`config.mk`:
```
export PLATFORM = sky130hd
export DESIGN_NAME = fpl_src_tx
export DESIGN_NICKNAME = d
export VERILOG_FILES = /design/src/rtl/fpl_pkg.sv /design/src/rtl/fpl_sync.sv /design/src/rtl/fpl_gate.sv /design/src/rtl/fpl_frame.sv /design/src/rtl/fpl_out.sv /design/src/rtl/fpl_src_tx.sv
export SDC_FILE = /design/constraint.sdc
export NUM_CORES = 1
export LEC_CHECK = 0
export ABC_AREA = 1
export BUFFER_PORTS_ARGS = -buffer_cell sky130_fd_sc_hd__buf_4
export CORE_ASPECT_RATIO = 0.9
export CORE_MARGIN = 2
export CORE_UTILIZATION = 43
export CTS_CLUSTER_DIAMETER = 30
export CTS_CLUSTER_SIZE = 10
export DETAILED_ROUTE_END_ITERATION = 7
export PLACE_DENSITY_LB_ADDON = 0.1
export SYNTH_ARGS = -nofsm -noshare
export SYNTH_HDL_FRONTEND = slang
export SYNTH_SLANG_ARGS = --single-unit
```
`constraint.sdc`:
```
create_clock -name clk_i -period 2.1 [get_ports clk_i]
set_input_delay 0.315 -clock clk_i [delete_from_list [all_inputs] [get_ports clk_i]]
set_output_delay 0.315 -clock clk_i [all_outputs]
set_load 0.02 [all_outputs]
```
`src/rtl/fpl_pkg.sv`:
```
package fpl_pkg;
  localparam int unsigned DATA_W      = 32;
  localparam int unsigned SYNC_STAGES = 2;
  // edges from suspend/not-ready falling to link idle
  localparam int unsigned STOP_LAT    = SYNC_STAGES + 1;
  localparam int unsigned STOP_LIMIT  = 16;
endpackage

```
`src/rtl/fpl_sync.sv`:
```
module fpl_sync #(
  parameter int unsigned STAGES  = 2,
  parameter logic        RST_VAL = 1'b0
) (
  input  logic clk_i,
  input  logic rst_ni,
  input  logic d_i,
  output logic q_o
);
  logic [STAGES-1:0] chain_q;

  always_ff @(posedge clk_i or negedge rst_ni) begin
    if (!rst_ni) chain_q <= {STAGES{RST_VAL}};
    else         chain_q <= {chain_q[STAGES-2:0], d_i};
  end

  assign q_o = chain_q[STAGES-1];
endmodule

```
`src/rtl/fpl_gate.sv`:
```
module fpl_gate #(
  parameter int unsigned STAGES = 2
) (
  input  logic clk_i,
  input  logic rst_ni,
  input  logic nrdy_ni,
  input  logic susp_ni,
  output logic open_o
);
  localparam int unsigned N_IN = 2;

  logic [N_IN-1:0] raw_n, sync_n;
  assign raw_n = {susp_ni, nrdy_ni};

  // both inputs reset to "asserted" so the link starts closed
  for (genvar i = 0; i < N_IN; i++) begin : g_sync
    fpl_sync #(.STAGES(STAGES), .RST_VAL(1'b0)) u_sync (
      .clk_i (clk_i),
      .rst_ni(rst_ni),
      .d_i   (raw_n[i]),
      .q_o   (sync_n[i])
    );
  end

  assign open_o = &sync_n;
endmodule

```
`src/rtl/fpl_frame.sv`:
```
module fpl_frame (
  input  logic clk_i,
  input  logic rst_ni,
  input  logic in_valid_i,
  input  logic in_sof_i,
  input  logic open_i,
  output logic in_ready_o,
  output logic accept_o,
  output logic sync_fire_o
);
  logic armed_q;

  assign sync_fire_o = open_i & in_valid_i & in_sof_i & ~armed_q;
  assign in_ready_o  = open_i & (~in_sof_i | armed_q);
  assign accept_o    = in_valid_i & in_ready_o;

  // a pulse only counts if its word follows on the very next edge
  always_ff @(posedge clk_i or negedge rst_ni) begin
    if (!rst_ni)                  armed_q <= 1'b0;
    else if (sync_fire_o)         armed_q <= 1'b1;
    else if (!open_i || accept_o) armed_q <= 1'b0;
  end


  sync_holds_word_chk: assert property (@(posedge clk_i) disable iff (!rst_ni)
    sync_fire_o |-> !accept_o);


  closed_no_take_chk: assert property (@(posedge clk_i) disable iff (!rst_ni)
    !open_i |-> (!accept_o && !sync_fire_o));
endmodule

```
`src/rtl/fpl_out.sv`:
```
module fpl_out #(
  parameter int unsigned DW = 32
) (
  input  logic          clk_i,
  input  logic          rst_ni,
  input  logic          accept_i,
  input  logic          sync_fire_i,
  input  logic          sof_i,
  input  logic [DW-1:0] data_i,
  output logic [DW-1:0] data_o,
  output logic          dvalid_no,
  output logic          sync_no,
  output logic          dir_no
);
  logic sof_q;

  always_ff @(posedge clk_i or negedge rst_ni) begin
    if (!rst_ni) begin
      data_o    <= '0;
      dvalid_no <= 1'b1;
      sync_no   <= 1'b1;
      sof_q     <= 1'b0;
    end else begin
      dvalid_no <= ~accept_i;
      sync_no   <= ~sync_fire_i;
      if (accept_i) begin
        data_o <= data_i;
        sof_q  <= sof_i;
      end
    end
  end

  assign dir_no = 1'b0;


  sync_quiet_chk: assert property (@(posedge clk_i) disable iff (!rst_ni)
    !sync_no |-> dvalid_no);


  sof_after_sync_chk: assert property (@(posedge clk_i) disable iff (!rst_ni)
    (!dvalid_no && sof_q) |-> $past(!sync_no));
endmodule

```
`src/rtl/fpl_src_tx.sv`:
```
module fpl_src_tx
  import fpl_pkg::*;
#(
  parameter int unsigned DW = DATA_W
) (
  input  logic          clk_i,
  input  logic          rst_ni,
  input  logic          in_valid_i,
  input  logic          in_sof_i,
  input  logic [DW-1:0] in_data_i,
  output logic          in_ready_o,
  output logic [DW-1:0] link_data_o,
  output logic          link_dvalid_no,
  output logic          link_dir_no,
  output logic          link_sync_no,
  input  logic          link_nrdy_ni,
  input  logic          link_susp_ni
);
  localparam int unsigned CNT_W = $clog2(STOP_LAT + 1);

  logic open, accept, sync_fire;

  fpl_gate #(.STAGES(SYNC_STAGES)) u_gate (
    .clk_i  (clk_i),
    .rst_ni (rst_ni),
    .nrdy_ni(link_nrdy_ni),
    .susp_ni(link_susp_ni),
    .open_o (open)
  );

  fpl_frame u_frame (
    .clk_i      (clk_i),
    .rst_ni     (rst_ni),
    .in_valid_i (in_valid_i),
    .in_sof_i   (in_sof_i),
    .open_i     (open),
    .in_ready_o (in_ready_o),
    .accept_o   (accept),
    .sync_fire_o(sync_fire)
  );

  fpl_out #(.DW(DW)) u_out (
    .clk_i      (clk_i),
    .rst_ni     (rst_ni),
    .accept_i   (accept),
    .sync_fire_i(sync_fire),
    .sof_i      (in_sof_i),
    .data_i     (in_data_i),
    .data_o     (link_data_o),
    .dvalid_no  (link_dvalid_no),
    .sync_no    (link_sync_no),
    .dir_no     (link_dir_no)
  );

  // edges seen with each raw flow-control input low, saturating
  logic [CNT_W-1:0] susp_cnt_q, nrdy_cnt_q;
  always_ff @(posedge clk_i or negedge rst_ni) begin
    if (!rst_ni) begin
      susp_cnt_q <= '0;
      nrdy_cnt_q <= '0;
    end else begin
      if (link_susp_ni)                          susp_cnt_q <= '0;
      else if (susp_cnt_q != CNT_W'(STOP_LAT))   susp_cnt_q <= susp_cnt_q + 1'b1;
      if (link_nrdy_ni)                          nrdy_cnt_q <= '0;
      else if (nrdy_cnt_q != CNT_W'(STOP_LAT))   nrdy_cnt_q <= nrdy_cnt_q + 1'b1;
    end
  end

  initial begin

    stop_bound_chk: assert (STOP_LAT <= STOP_LIMIT);
  end


  susp_stop_chk: assert property (@(posedge clk_i) disable iff (!rst_ni)
    (susp_cnt_q == CNT_W'(STOP_LAT)) |-> link_dvalid_no);


  nrdy_hold_chk: assert property (@(posedge clk_i) disable iff (!rst_ni)
    (nrdy_cnt_q == CNT_W'(STOP_LAT)) |-> (link_dvalid_no && !in_ready_o));


  word_out_chk: assert property (@(posedge clk_i) disable iff (!rst_ni)
    accept |=> (!link_dvalid_no && link_data_o == $past(in_data_i)));


  dir_low_chk: assert property (@(posedge clk_i) disable iff (!rst_ni)
    !link_dir_no);
endmodule

```
==> key figures, run 1 <==
GRT
  • GRT Util Overall: 18.2%
  • Initial antenna violation count: 0
  • First-pass GRT wire length: 5.47 mm
  • Vias in the first global route: 1269
  • Grt total ovfl: 0
  • Largest net degree at the start of global routing: 40

Place
  • GPL Wtd Cong: 0.648
  • Worst slack, placed: about 550 ps
  • HPWL Detailed: approximately 2.4 mm
  • Placement Cell Area: 2060 µm²
  • IO buf count: 72

Worst setup path
  • Critical path capture point type: flop
  • CP arrival: 1640 ps
  • Required @ worst endpoint: 2260 ps
  • Critical Path Start Type: flop
  • Type of the worst setup path: reg2reg
  • Crit Path Max Fanout: 34

Clock network
  • Htree depth: 2
  • Root Driver: clkbuf_8
  • Later-pin clock latency in the skew report: 280 ps
  • Hold-fix buffers at CTS: 0
  • CTS tree: yes
  • Setup Fix Bufs, Post-CTS: 0
  • # clock sinks: 39
  • Post_cts resized: 0
  • Clk buf depth: 2
  • CTS Buf Count: 5
  • Clock Pin Slew Worst Setup and Hold Paths: 70 ps

Power
  • Clock network power share: 24.3%
  • P per Cell Area: between 900 and 1000 nW/µm²
  • Sw frac: 30.9%
  • Worst vdd ir: about 0.00057 V
  • Gate power share: 28.1%
  • Switch Pwr: between 600 and 700 µW
  • Register share of total power: 47.6%
  • Cell Int Power: 1.38 mW
  • Leak Pwr: 1.20 nW

Floorplanning
  • Row cnt: 20
  • Core footprint: 3400 µm²
  • Chip width: between 60 and 70 µm
  • Die Y: 60.6 µm
  • Starting density of the core: 45.0%
  • Num ports: 74
  • Die area: 4060 µm²

Detailed routing
  • Vias: approximately 1.3k
  • DR iter-0 viols: 50
  • Post-Route WL: 3.33 mm
  • Routed Antenna Nets: 0
  • Drt drc: 0
  • TritonRoute pass-1 iters: 4
  • Via density: 4.70
  • Routed WL per cell: 12.3 µm

Yosys
  • Syn nets: between 150 and 200
  • Flop and latch count out of synthesis: 39
  • Cell count after synthesis: between 150 and 200
  • Yosys warning total: 0
  • Netlist cell types: 14
  • Seq/Total Area, Yosys: 63.8%
  • Mean Syn Cell Area: 9.83 µm²
  • Cell area after synthesis: 1530 µm²

STA
  • Min cycle time layout: 1470 ps
  • Clock skew: 2.83 ps
  • Slew Viols, Final: 0
  • Total negative slack: 0 ps
  • Setup repair after global routing missed its margin: false
  • Worst Setup Slack, final: roughly 630 ps
  • Fmax: 0.679 GHz
  • Final Hold Viols: 10
  • Period utilization: 70.1%
  • WHS: -2.45 ps
  • Final setup fails: 0

Final layout
  • Fin area: approximately 2100 µm²
  • Layout cells sized above 1: 38.1%
  • Diodes inserted: 0
  • Layout Nets: 264
  • Core Util, Final: a little over three fifths
  • P&R area growth vs syn: 39.9%

Status
  • Failing checks: hold timing
  • Status: finished, violations left

Flow run
  • # Max-Cap Violations: 0

Min path
  • Hold crit path type: in2async
-- power by group through the flow --
stage	registers [mW]	logic, mW	clock network (mW)
2_1_floorplan	1.11	0.129	0
3_3_place_gp	0.963	0.560	0
3_5_place_dp	0.966	0.572	0
4_1_cts	0.954	0.572	0.500
5_1_grt	0.969	0.617	0.547
6_report	0.953	0.563	0.486
-- synth_stat cells --
cell type  number  area share, %
buf_4           4            2.0
conb_1          1           0.24
dfrtp_1        37             60
dfstp_2         2            3.4
buf_2           3           0.98
nand3_1        33             11
nor2_8          1            1.3
a21oi_1         1           0.33
buf_6           3            2.2
inv_1           2           0.49
nand2_1        65             16
nand2_4         1           0.73
nand4_1         1           0.41
nand2_2         2           0.82
-- state kept, by name, summed over array words and instances (netlist names) --
register	flops
u_out.data_o	32
u_gate.g_sync.u_sync.chain_q	4
u_frame.armed_q	1
u_out.dvalid_no	1
u_out.sync_no	1
-- cell type report --
type | instances | area (µm²)
clock buffer | 6 | 82.6
clock inverter | 1 | 5.00
fill | 310 | 1260
inverter | 2 | 7.51
multi-input combinational | 105 | 468
sequential | 39 | 978
tap | 44 | 55.1
timing repair buffer | 73 | 548
-- layout by cell type (no fill, tap or decap) --
cell type and count:
a21oi_1 1, buf_4 73, clkbuf_8 6, clkinv_2 1, conb_1 1, dfrtp_1 37, dfstp_2 2, inv_1 2
nand2_1 65, nand2_2 2, nand2_4 1, nand3_1 33, nand4_1 1, nor2_8 1
-- worst max-delay path: stages (launching register included) --
cell and delay [ps]:
dfrtp_1 360, nand2_2 110, nor2_8 380, nand2_4 310, nand2_1 140, nand2_1 60
-- metal layers --
| layer | GRT usage, % | share of wire, % | up-vias | routed length (µm) |
|---|---|---|---|---|
| met5 | 0 | 0 | - | 0 |
| met4 | 6.12 | 0.63 | 0 | 21 |
| met3 | 5.94 | 7.3 | 2 | 242 |
| met1 | 21.4 | 41 | 589 | 1370 |
| li1 | - | - | 634 | - |
| met2 | 32.0 | 51 | 45 | 1700 |
-- cell families after synthesis --
| group | synth area share, % |
|---|---|
| simple gates | 30.0 |
| flops | 63.8 |
| buf+inv | 5.63 |
| compound gates | 0.326 |
| other cells | 0.245 |
-- per-stage QoR --
| stage | power (mW) | cells |
|---|---|---|
| final | 2.00 | 270 |
| after CTS | 2.03 | 270 |
| after global placement | 1.52 | 263 |
| after detailed placement | 1.54 | 263 |
| after global routing | 2.13 | 270 |
| after floorplan | 1.24 | 156 |
-- path summary, 6_finish.rpt --
path,start,slack (ps),end,cells after the start
min in group clk_i,link_nrdy_ni,140,u_gate.g_sync[0].u_sync.chain_q[0]$_DFF_PN0_,1
max in group asynchronous,rst_ni,1750,u_out.sync_no$_DFF_PN1_,1
setup / recovery,u_gate.g_sync[1].u_sync.chain_q[1]$_DFF_PN0_,630,u_out.data_o[3]$_DFFE_PN0P_,5
hold reg to reg,u_gate.g_sync[1].u_sync.chain_q[0]$_DFF_PN0_,350,u_gate.g_sync[1].u_sync.chain_q[1]$_DFF_PN0_,0
hold / removal,rst_ni,-2,u_out.data_o[7]$_DFFE_PN0P_,1
setup reg to reg,u_gate.g_sync[1].u_sync.chain_q[1]$_DFF_PN0_,630,u_out.data_o[3]$_DFFE_PN0P_,5
(Power assumes the default switching activity.)
==> inputs of run 2 (changes only) <==
==> constraint.sdc (replaced) <==
create_clock -name clk_i -period 1.5 [get_ports clk_i]
set_input_delay 0.225 -clock clk_i [delete_from_list [all_inputs] [get_ports clk_i]]
set_output_delay 0.225 -clock clk_i [all_outputs]
set_load 0.02 [all_outputs]
==> run 2 against run 1 <==
Net effect: the run now ends clean; combinational power grew 40%; core utilization rose by 0.33 points; sequential power is 41% higher; cell count rose by 1.1%; clock skew about the same; non-clock buffer count rose by 2; via count is 1.5% higher; first-iteration DRC count increased by 8.0%; critical path depth shrank 2; final area is 0.53% higher; count of clock-buffer cells in the layout up 1; hold slack gained 46 ps; critical endpoint is now in_ready_o.
==> key figures, run 2 (same netlist as run 1, synthesis figures left out) <==
Final layout
  • Largest Register: u_out.data_o
  • Diodes inserted: 0
  • Fillers: 301
  • Layout Nets: 266
  • Most frequent cells in the layout: 74 x buf_4, 65 x nand2_1, 37 x dfrtp_1
  • P&R area growth vs syn: 40.7%
  • Layout cells sized above 1: between 30% and 40%
  • Number of flip-flops in the largest register: 32
  • Commonest non-fill, non-tap cell in the layout: buf_4
  • Biggest regs: u_out.data_o: 32 flops, u_gate.g_sync.u_sync.chain_q: 4 flops
  • Core Util, Final: 63.3%

Worst setup path
  • CP arrival: 1050 ps
  • Critical path capture point type: output port
  • Type of the worst setup path: reg2out
  • Required @ worst endpoint: 1270 ps
  • Cell Chain, Critical Path: nand2_2 -> a21oi_1 -> buf_4
  • Cell family with most CP delay: flip-flops
  • FF-to-FF Start: u_gate.g_sync[0].u_sync.chain_q[1]$_DFF_PN0_
  • CP peak stage delay: 360 ps
  • Critical Path Source: u_gate.g_sync[0].u_sync.chain_q[1]$_DFF_PN0_
  • Worst reg2reg path depth: 5
  • Critical Path Start Type: flop
  • Worst path slowest cell: dfrtp_1
  • Worst R2R Setup Slack: around 230 ps
  • Reg2reg end: u_out.data_o[1]$_DFFE_PN0P_
  • Crit Path Max Fanout: 2
  • Bufs and invs on worst path: 1

Clock network
  • Post_cts resized: 0
  • Clock Pin Slew Worst Setup and Hold Paths: 70 ps
  • Clk buf depth: 2
  • Later-pin clock latency in the skew report: 280 ps
  • CTS tree: yes
  • # clock sinks: 39
  • CTS Buf Count: 5
  • Root Driver: clkbuf_8
  • Htree depth: 2
  • Setup Fix Bufs, Post-CTS: 0

Floorplanning
  • Starting density of the core: 45.0%
  • Die area: 4060 µm²
  • Core footprint: 3400 µm²
  • Die Y: 60.6 µm
  • Row cnt: 20
  • Chip width: 66.9 µm
  • Num ports: 74

Power
  • Switch Pwr: 877 µW
  • Cell Int Power: 1.91 mW
  • Register share of total power: a little under half
  • Worst vdd ir: 0.000546 V
  • Clock network power share: about a quarter
  • Leak Pwr: around 1.2 nW
  • P per Cell Area: 1290 nW/µm²
  • Sw frac: 31.5%
  • Gate power share: 28.4%

Min path
  • HP Start: link_susp_ni
  • Hold crit path type: in2reg
  • Hold depth: 1
  • Hold EP: u_gate.g_sync[1].u_sync.chain_q[0]$_DFF_PN0_

Place
  • GPL Wtd Cong: roughly 0.65
  • HPWL Detailed: around 2.3 mm
  • IO buf count: just over 70

GRT
  • GRT Util Overall: 18.0%
  • First-pass GRT wire length: 5.26 mm
  • Largest net degree at the start of global routing: 40
  • Grt total ovfl: 0
  • Vias in the first global route: 1242
  • Initial antenna violation count: 0

Detailed routing
  • Routed Antenna Nets: 0
  • TritonRoute pass-1 iters: 4
  • DR iter-0 viols: 54
  • Routed WL per cell: 12.0 µm
  • Vias: 1289
  • Post-Route WL: 3.28 mm
  • Drt drc: 0
  • Via density: 4.72

Status
  • Status: finished, final reports clean

STA
  • Min cycle time layout: 1280 ps
  • Slew Viols, Final: 0
  • Setup repair after global routing missed its margin: false
  • Fmax: 0.783 GHz
  • Final setup fails: 0
  • Clock skew: 3.00 ps
  • Period utilization: between 80% and 90%
  • WHS: 43.9 ps
  • Final Hold Viols: 0
  • Total negative slack: 0 ps

Flow run
  • # Max-Cap Violations: 0
## run 2: final cells by class
type | instances | area [µm²] | share of cell area, %
Clock buffer | 7 | 76.3 | 3.54
Clock inverter | 1 | 5.00 | 0.232
Timing Repair Buffer | 75 | 566 | 26.2
Multi-Input combinational cell | 105 | 468 | 21.7
Tap cell | 44 | 55.1 | 2.55
Inverter | 2 | 7.51 | 0.348
Sequential cell | 39 | 978 | 45.4
## run 2: repair_timing
action / CTS / global route
endpoints found under the setup margin: 0 / 0
hold endpoints to repair: 37 / 0
hold buffers: 1 / 0
## run 2: metal layers
metal | vias up | share of wire, % | GRT usage, %
li1 | 635 | - | -
met5 | - | 0 | 0
met1 | 600 | 41 | 20.6
met2 | 49 | 49 | 31.1
met3 | 5 | 8.6 | 6.68
met4 | 0 | 1.5 | 7.00
## run 2: through the flow
stage	setup WS, ps	cell area [µm²]	power [mW]	instances
6_report	224	2160	2.78	273
5_1_grt	84.7	2160	2.95	273
3_3_place_gp	267	2060	2.14	264
4_1_cts	193	2160	2.82	273
2_1_floorplan	484	1530	1.74	156
3_5_place_dp	206	2060	2.15	264
## run 2: power by group through the flow
| stage | Combinational (mW) | Sequential, mW | Clock [mW] |
|---|---|---|---|
| 2_1_floorplan | 0.180 | 1.56 | 0 |
| 3_5_place_dp | 0.800 | 1.35 | 0 |
| 5_1_grt | 0.859 | 1.35 | 0.741 |
| 6_report | 0.790 | 1.34 | 0.658 |
| 4_1_cts | 0.801 | 1.34 | 0.684 |
| 3_3_place_gp | 0.787 | 1.35 | 0 |
## run 2: worst max-delay path by stage
stage | end | slack [ps] | cells past startpoint
3_5_place_dp | u_out.data_o[1]$_DFFE_PN0P_ | 210 | 5
2_1_floorplan | in_ready_o | 480 | 2
6_report | in_ready_o | 220 | 3
5_1_grt | u_out.data_o[29]$_DFFE_PN0P_ | 80 | 5
4_1_cts | u_out.data_o[1]$_DFFE_PN0P_ | 190 | 5
3_3_place_gp | u_out.data_o[3]$_DFFE_PN0P_ | 270 | 5
